## config.mk

```make
export PLATFORM = sky130hd
export DESIGN_NAME = blink_engine
export DESIGN_NICKNAME = d
export VERILOG_FILES = /design/src/rtl/blink_pkg.sv /design/src/rtl/blink_tick.sv /design/src/rtl/blink_thresh.sv /design/src/rtl/blink_chan.sv /design/src/rtl/blink_engine.sv
export SDC_FILE = /design/constraint.sdc
export NUM_CORES = 2
export LEC_CHECK = 0
export ABC_AREA = 1
export BUFFER_PORTS_ARGS = -buffer_cell sky130_fd_sc_hd__buf_2
export CAP_MARGIN = 30
export CORE_UTILIZATION = 40
export CTS_CLUSTER_DIAMETER = 120
export DETAILED_ROUTE_END_ITERATION = 8
export PLACE_DENSITY_LB_ADDON = 0.05
export SYNTH_ARGS = -nofsm -noshare
export SYNTH_HDL_FRONTEND = slang
export SYNTH_SLANG_ARGS = --single-unit
```

## constraint.sdc

```tcl
create_clock -name clk -period 4.2 [get_ports clk]
set_clock_uncertainty 0.1 [all_clocks]
set_input_delay 0.21 -clock clk [delete_from_list [all_inputs] [get_ports clk]]
set_output_delay 0.21 -clock clk [all_outputs]
set_load 0.005 [all_outputs]
```

## src/rtl/blink_pkg.sv

```systemverilog
package blink_pkg;
  localparam int unsigned PCT_FULL = 100;

  typedef enum logic [1:0] {
    CH_HOLD = 2'd0,
    CH_LOAD = 2'd1,
    CH_CLR  = 2'd2
  } ch_op_e;
endpackage

```

## src/rtl/blink_tick.sv

```systemverilog
module blink_tick #(
  parameter int unsigned DIV = 10
) (
  input  logic clk,
  input  logic rst_n,
  output logic tick
);
  localparam int unsigned CW = (DIV > 2) ? $clog2(DIV) : 1;
  localparam logic [CW-1:0] LAST = CW'(DIV - 1);

  logic [CW-1:0] cnt_q;

  always_ff @(posedge clk or negedge rst_n) begin
    if (!rst_n) begin
      cnt_q <= '0;
      tick  <= 1'b0;
    end else if (cnt_q == LAST) begin
      cnt_q <= '0;
      tick  <= 1'b1;
    end else begin
      cnt_q <= cnt_q + 1'b1;
      tick  <= 1'b0;
    end
  end
endmodule

```

## src/rtl/blink_thresh.sv

```systemverilog
module blink_thresh
  import blink_pkg::*;
#(
  parameter int unsigned PW = 16,
  parameter int unsigned DW = 8
) (
  input  logic [PW-1:0] period,
  input  logic [DW-1:0] duty,
  output logic [PW-1:0] thr
);
  localparam int unsigned XW = PW + ((DW > 7) ? DW : 7);

  logic [XW-1:0] duty_c;
  logic [XW-1:0] prod;

  always_comb begin
    duty_c = XW'(duty);
    if (duty_c > XW'(PCT_FULL)) duty_c = XW'(PCT_FULL);
    prod = XW'(period) * duty_c;
    thr  = PW'(prod / XW'(PCT_FULL));
  end
endmodule

```

## src/rtl/blink_chan.sv

```systemverilog
module blink_chan
  import blink_pkg::*;
#(
  parameter int unsigned PW = 16
) (
  input  logic          clk,
  input  logic          rst_n,
  input  logic          tick,
  input  ch_op_e        op,
  input  logic [PW-1:0] period_in,
  input  logic [PW-1:0] thr_in,
  output logic          val,
  output logic          own
);
  logic [PW-1:0] cnt_q, per_q, thr_q;
  logic [PW:0]   nxt;

  assign nxt = {1'b0, cnt_q} + 1'b1;

  always_ff @(posedge clk or negedge rst_n) begin
    if (!rst_n) begin
      cnt_q <= '0;
      per_q <= '0;
      thr_q <= '0;
      own   <= 1'b0;
    end else begin
      case (op)
        CH_CLR: begin
          cnt_q <= '0;
          per_q <= '0;
          thr_q <= '0;
          own   <= 1'b1;
        end
        CH_LOAD: begin
          cnt_q <= '0;
          per_q <= period_in;
          thr_q <= thr_in;
          own   <= 1'b1;
        end
        default: begin
          if (tick && per_q != '0) begin
            if (nxt >= {1'b0, per_q}) cnt_q <= '0;
            else                      cnt_q <= nxt[PW-1:0];
          end
        end
      endcase
    end
  end

  assign val = (per_q != '0) && (cnt_q < thr_q);
endmodule

```

## src/rtl/blink_engine.sv

```systemverilog
module blink_engine
  import blink_pkg::*;
#(
  parameter int unsigned N       = 20,
  parameter int unsigned PW      = 16,
  parameter int unsigned DW      = 8,
  parameter int unsigned CLK_HZ  = 100_000_000,
  parameter int unsigned TICK_HZ = 100
) (
  input  logic          clk,
  input  logic          rst_n,
  input  logic [N-1:0]  pin_is_out,
  input  logic          cfg_valid,
  output logic          cfg_ready,
  input  logic [N-1:0]  cfg_mask,
  input  logic          cfg_stop,
  input  logic [PW-1:0] cfg_period,
  input  logic [DW-1:0] cfg_duty,
  output logic          tick_o,
  output logic [N-1:0]  drv_val,
  output logic [N-1:0]  drv_mask
);
  localparam int unsigned DIV = CLK_HZ / TICK_HZ;

  logic          take;
  logic          kill;
  logic [PW-1:0] thr;

  always_ff @(posedge clk or negedge rst_n) begin
    if (!rst_n) cfg_ready <= 1'b0;
    else        cfg_ready <= 1'b1;
  end

  // A request is only applied when every addressed pin is an output.
  assign take = cfg_valid && cfg_ready && ((cfg_mask & ~pin_is_out) == '0);
  assign kill = cfg_stop || (cfg_period == '0);

  blink_tick #(.DIV(DIV)) tick_i (
    .clk   (clk),
    .rst_n (rst_n),
    .tick  (tick_o)
  );

  blink_thresh #(.PW(PW), .DW(DW)) thr_i (
    .period (cfg_period),
    .duty   (cfg_duty),
    .thr    (thr)
  );

  for (genvar g = 0; g < N; g++) begin : g_ch
    ch_op_e op;
    always_comb begin
      op = CH_HOLD;
      if (take && cfg_mask[g]) op = kill ? CH_CLR : CH_LOAD;
    end
    blink_chan #(.PW(PW)) ch_i (
      .clk       (clk),
      .rst_n     (rst_n),
      .tick      (tick_o),
      .op        (op),
      .period_in (cfg_period),
      .thr_in    (thr),
      .val       (drv_val[g]),
      .own       (drv_mask[g])
    );
  end
endmodule

```

==> out/metrics.yaml <==
nets: 9233
final_max_slew_viol_count: 0
synth_cell_types: 62
grt_max_degree: 119
numCtsBuffers: 119
synth_seq_cells: 1002
detail_route.wirelength_mm: 217
synth_cells: 7886
first_iter_violations: 3731
drc: 0
layout_min_cycle_time_ns: 11.95
num_io_pins: 110
antenna_left: 0
cts_tree: "done"
fin_ws_ns: -7.75
critPathKind: "input pin to register"
netlist_area_sq_mm: 0.0659
place_congestion: 0.883
synth_area_leaders: "dfrtp_1, ha_1, inv_1, o22ai_1, nand2_1"
clock_latency_ns: 0.77
hp-class: "input pin to register"
die_w_um: 408
track_usage_pct: 25.8
drv_cap: 0
max-clock-path-buffers: 3
fill_cells: 15800
synth_edf_count: 0
rsz0062_at_grt: "yes"
crit_slowest_cell: "fa_1"
slowest_delay_ns: 0.56
worst_setup_path_end_kind: "register"
synth_top_area_cell: "dfrtp_1"
die_h_um: 408
routedWlPerCell_um: 20.3
first_pass_iters: 6
cp.required_ns: 4.78
fin_crit_sh_pct: 285
slew_headroom_pct: 24.7
die_area_sq_mm: 0.166
crit_path_start_kind: "input pin"
htreeDepth: 3
clock.fmax_mhz: 83.7
grt_pass1_vias: 56500
path_common_cell: "nand2_4"
finalInstanceArea_sq_mm: 0.0794
synth-main-ff-cell: "dfrtp_1"
ys_warn_count: 0
start_util_pct: 40.4
yosysSeqAreaShare_pct: 38.1
syn_avg_cell_area_sq_um: 8.35
path_max_fanout: 7
tightestPinTransition_ns: 1.12
drive_gt1_share_pct: 16.6
synthArstFlopShare_pct: 100
arrival_ns: 12.54
port_buffers: 109
cts_root_buf: "clkbuf_16"
netlist.area_leader.share_pct: 38.1
syn_to_final_growth_pct: 20.5
grt_overflow: 0
core_area_sq_mm: 0.163
clkTransAtPathRegs_ns: 0.06
finalHoldViolations: 0
outcome: "finished with violations"
rows: 148
final-setup-viol-count: 321
place_area_sq_mm: 0.0723
grt_pass1_wl_mm: 334
dp_hpwl_mm: 153
vias_per_cell: 5.31
violations: "setup timing"
routed-via-count: 56600
antenna_found_initial: 16
cts.sinks: 1002
cells by family after synthesis:
family / synth area share (%)
other cells: 0.0114
buf+inv: 11.4
compound gates: 14.4
flops: 38.1
simple gates: 17.4
fa+ha+maj: 15.6
xor+xnor: 3.19
cells in the mapped netlist (4+ instances only):
cell type,n
o211ai_1,34
nand2_4,22
buf_4,40
fa_1,84
nor4_1,96
buf_6,4
o2111ai_1,10
ha_1,685
a21oi_1,276
o2111a_1,4
o32ai_1,147
nand2_1,918
a211oi_1,23
dfrtp_1,1002
nand3_2,29
nand3b_1,11
a21boi_0,21
o21ai_0,255
o21a_1,10
o41ai_1,7
nand4_2,8
o21ai_1,38
inv_1,1633
nor3_1,166
xnor2_1,4
clkbuf_1,217
buf_2,7
and2_1,7
nand3_4,6
nand2_2,62
nand4_1,231
or2_2,28
o21bai_1,7
nor2_2,9
clkinv_1,22
a2111oi_0,29
nor2_4,13
nand3_1,382
o22ai_1,629
xor2_1,236
nor2_1,410
o221a_2,5
a31oi_1,10
inv_2,26
worst max-delay path: cells and delay by family:
| family | cells | cell delay, ns |
|---|---|---|
| AO/OA/AOI/OAI | 4 | 0.70 |
| buffers and inverters | 13 | 1.11 |
| AND/OR/NAND/NOR | 86 | 8.08 |
| adder cells (fa/ha/maj) | 5 | 2.39 |
stage by stage:
stage	TNS, ns	util, %	hold slack (ns)	std cells	setup slack [ns]
finish	-1595.24	48.7	0.0651	10700	-7.75
global route	-1792.55	48.7	0.0482	10700	-8.55
CTS	-1547.52	47.8	0.00137	10600	-7.61
detailed placement	-1880.44	44.3	0.182	10400	-8.62
global placement	-1840.67	44.1	0.188	10300	-8.39
floorplan	-1482.62	-	-0.186	7901	-7.29
final timing paths:
| check | from | end | slack, ns | cells after the start |
|---|---|---|---|---|
| worst min register to register | g_ch[7].ch_i.own | g_ch[7].ch_i.own | 0.36 | 1 |
| min in group asynchronous | rst_n | g_ch[19].ch_i.thr_q[14] | 0.47 | 3 |
| worst min-delay path | cfg_period[4] | g_ch[11].ch_i.per_q[4] | 0.07 | 4 |
| worst max-delay path | cfg_duty[1] | g_ch[14].ch_i.thr_q[0] | -7.75 | 108 |
| worst max register to register | g_ch[19].ch_i.cnt_q[1] | g_ch[19].ch_i.cnt_q[1] | 0.22 | 19 |
| max in group asynchronous | rst_n | tick_i.cnt_q[5] | 2.39 | 4 |
state kept, by name, summed over array words and instances, names as in the netlist:
| name | cells |
|---|---|
| g_ch.ch_i.cnt_q | 320 |
| tick_i.cnt_q | 20 |
| tick_i.tick | 1 |
| g_ch.ch_i.per_q | 320 |
| g_ch.ch_i.own | 20 |
| g_ch.ch_i.thr_q | 320 |
| cfg_ready | 1 |
final cells by class:
cell class | instances | area (sq um) | area share [%]
flip-flops and latches | 1002 | 25100 | 31.6
diodes | 5 | 12.5 | 0.0158
clock buffers | 177 | 3520 | 4.43
inverters | 1682 | 6450 | 8.12
well taps | 2175 | 2720 | 3.43
clock inverters | 39 | 477 | 0.600
multi-input cells | 4951 | 35600 | 44.8
repair buffers | 640 | 5590 | 7.04
per-layer routing:
layer | track usage [%] | wire (um) | vias up
met2 | 41.6 | 98400 | 1065
met5 | 0 | 29 | -
met3 | 2.85 | 9420 | 278
met4 | 7.26 | 6490 | 4
met1 | 36.4 | 102000 | 27500
li1 | - | - | 27700
what timing repair did:
action                     CTS  global route
cloned                       7             5
hold buffers                28             0
gates resized for setup    231           264
buffers inserted            36            23
pin swaps                   64           112
hold endpoints to repair   381             0
setup endpoints to repair  321           494
layout by cell type (no fill, tap or decap), drive strengths merged, types with 8 or more instances in the layout:
master / n
inv: 1660
nand2: 1003
dfrtp: 1002
ha: 685
o22ai: 629
buf: 608
nor2: 432
nand3: 417
o21ai: 294
a21oi: 277
nand4: 239
xor2: 236
clkbuf: 182
nor3: 167
o32ai: 147
nor4: 96
fa: 84
clkinv: 50
o211ai: 34
or2: 30
a2111oi: 29
dlygate4sd3: 27
a211oi: 23
a21boi: 21
conb: 17
nand3b: 11
a31oi: 10
o21a: 10
o2111ai: 10
bufinv: 8
Power is left out: the tool's default activity adds up to more than one toggle a clock period on the data nets, which glitch-free logic cannot reach.
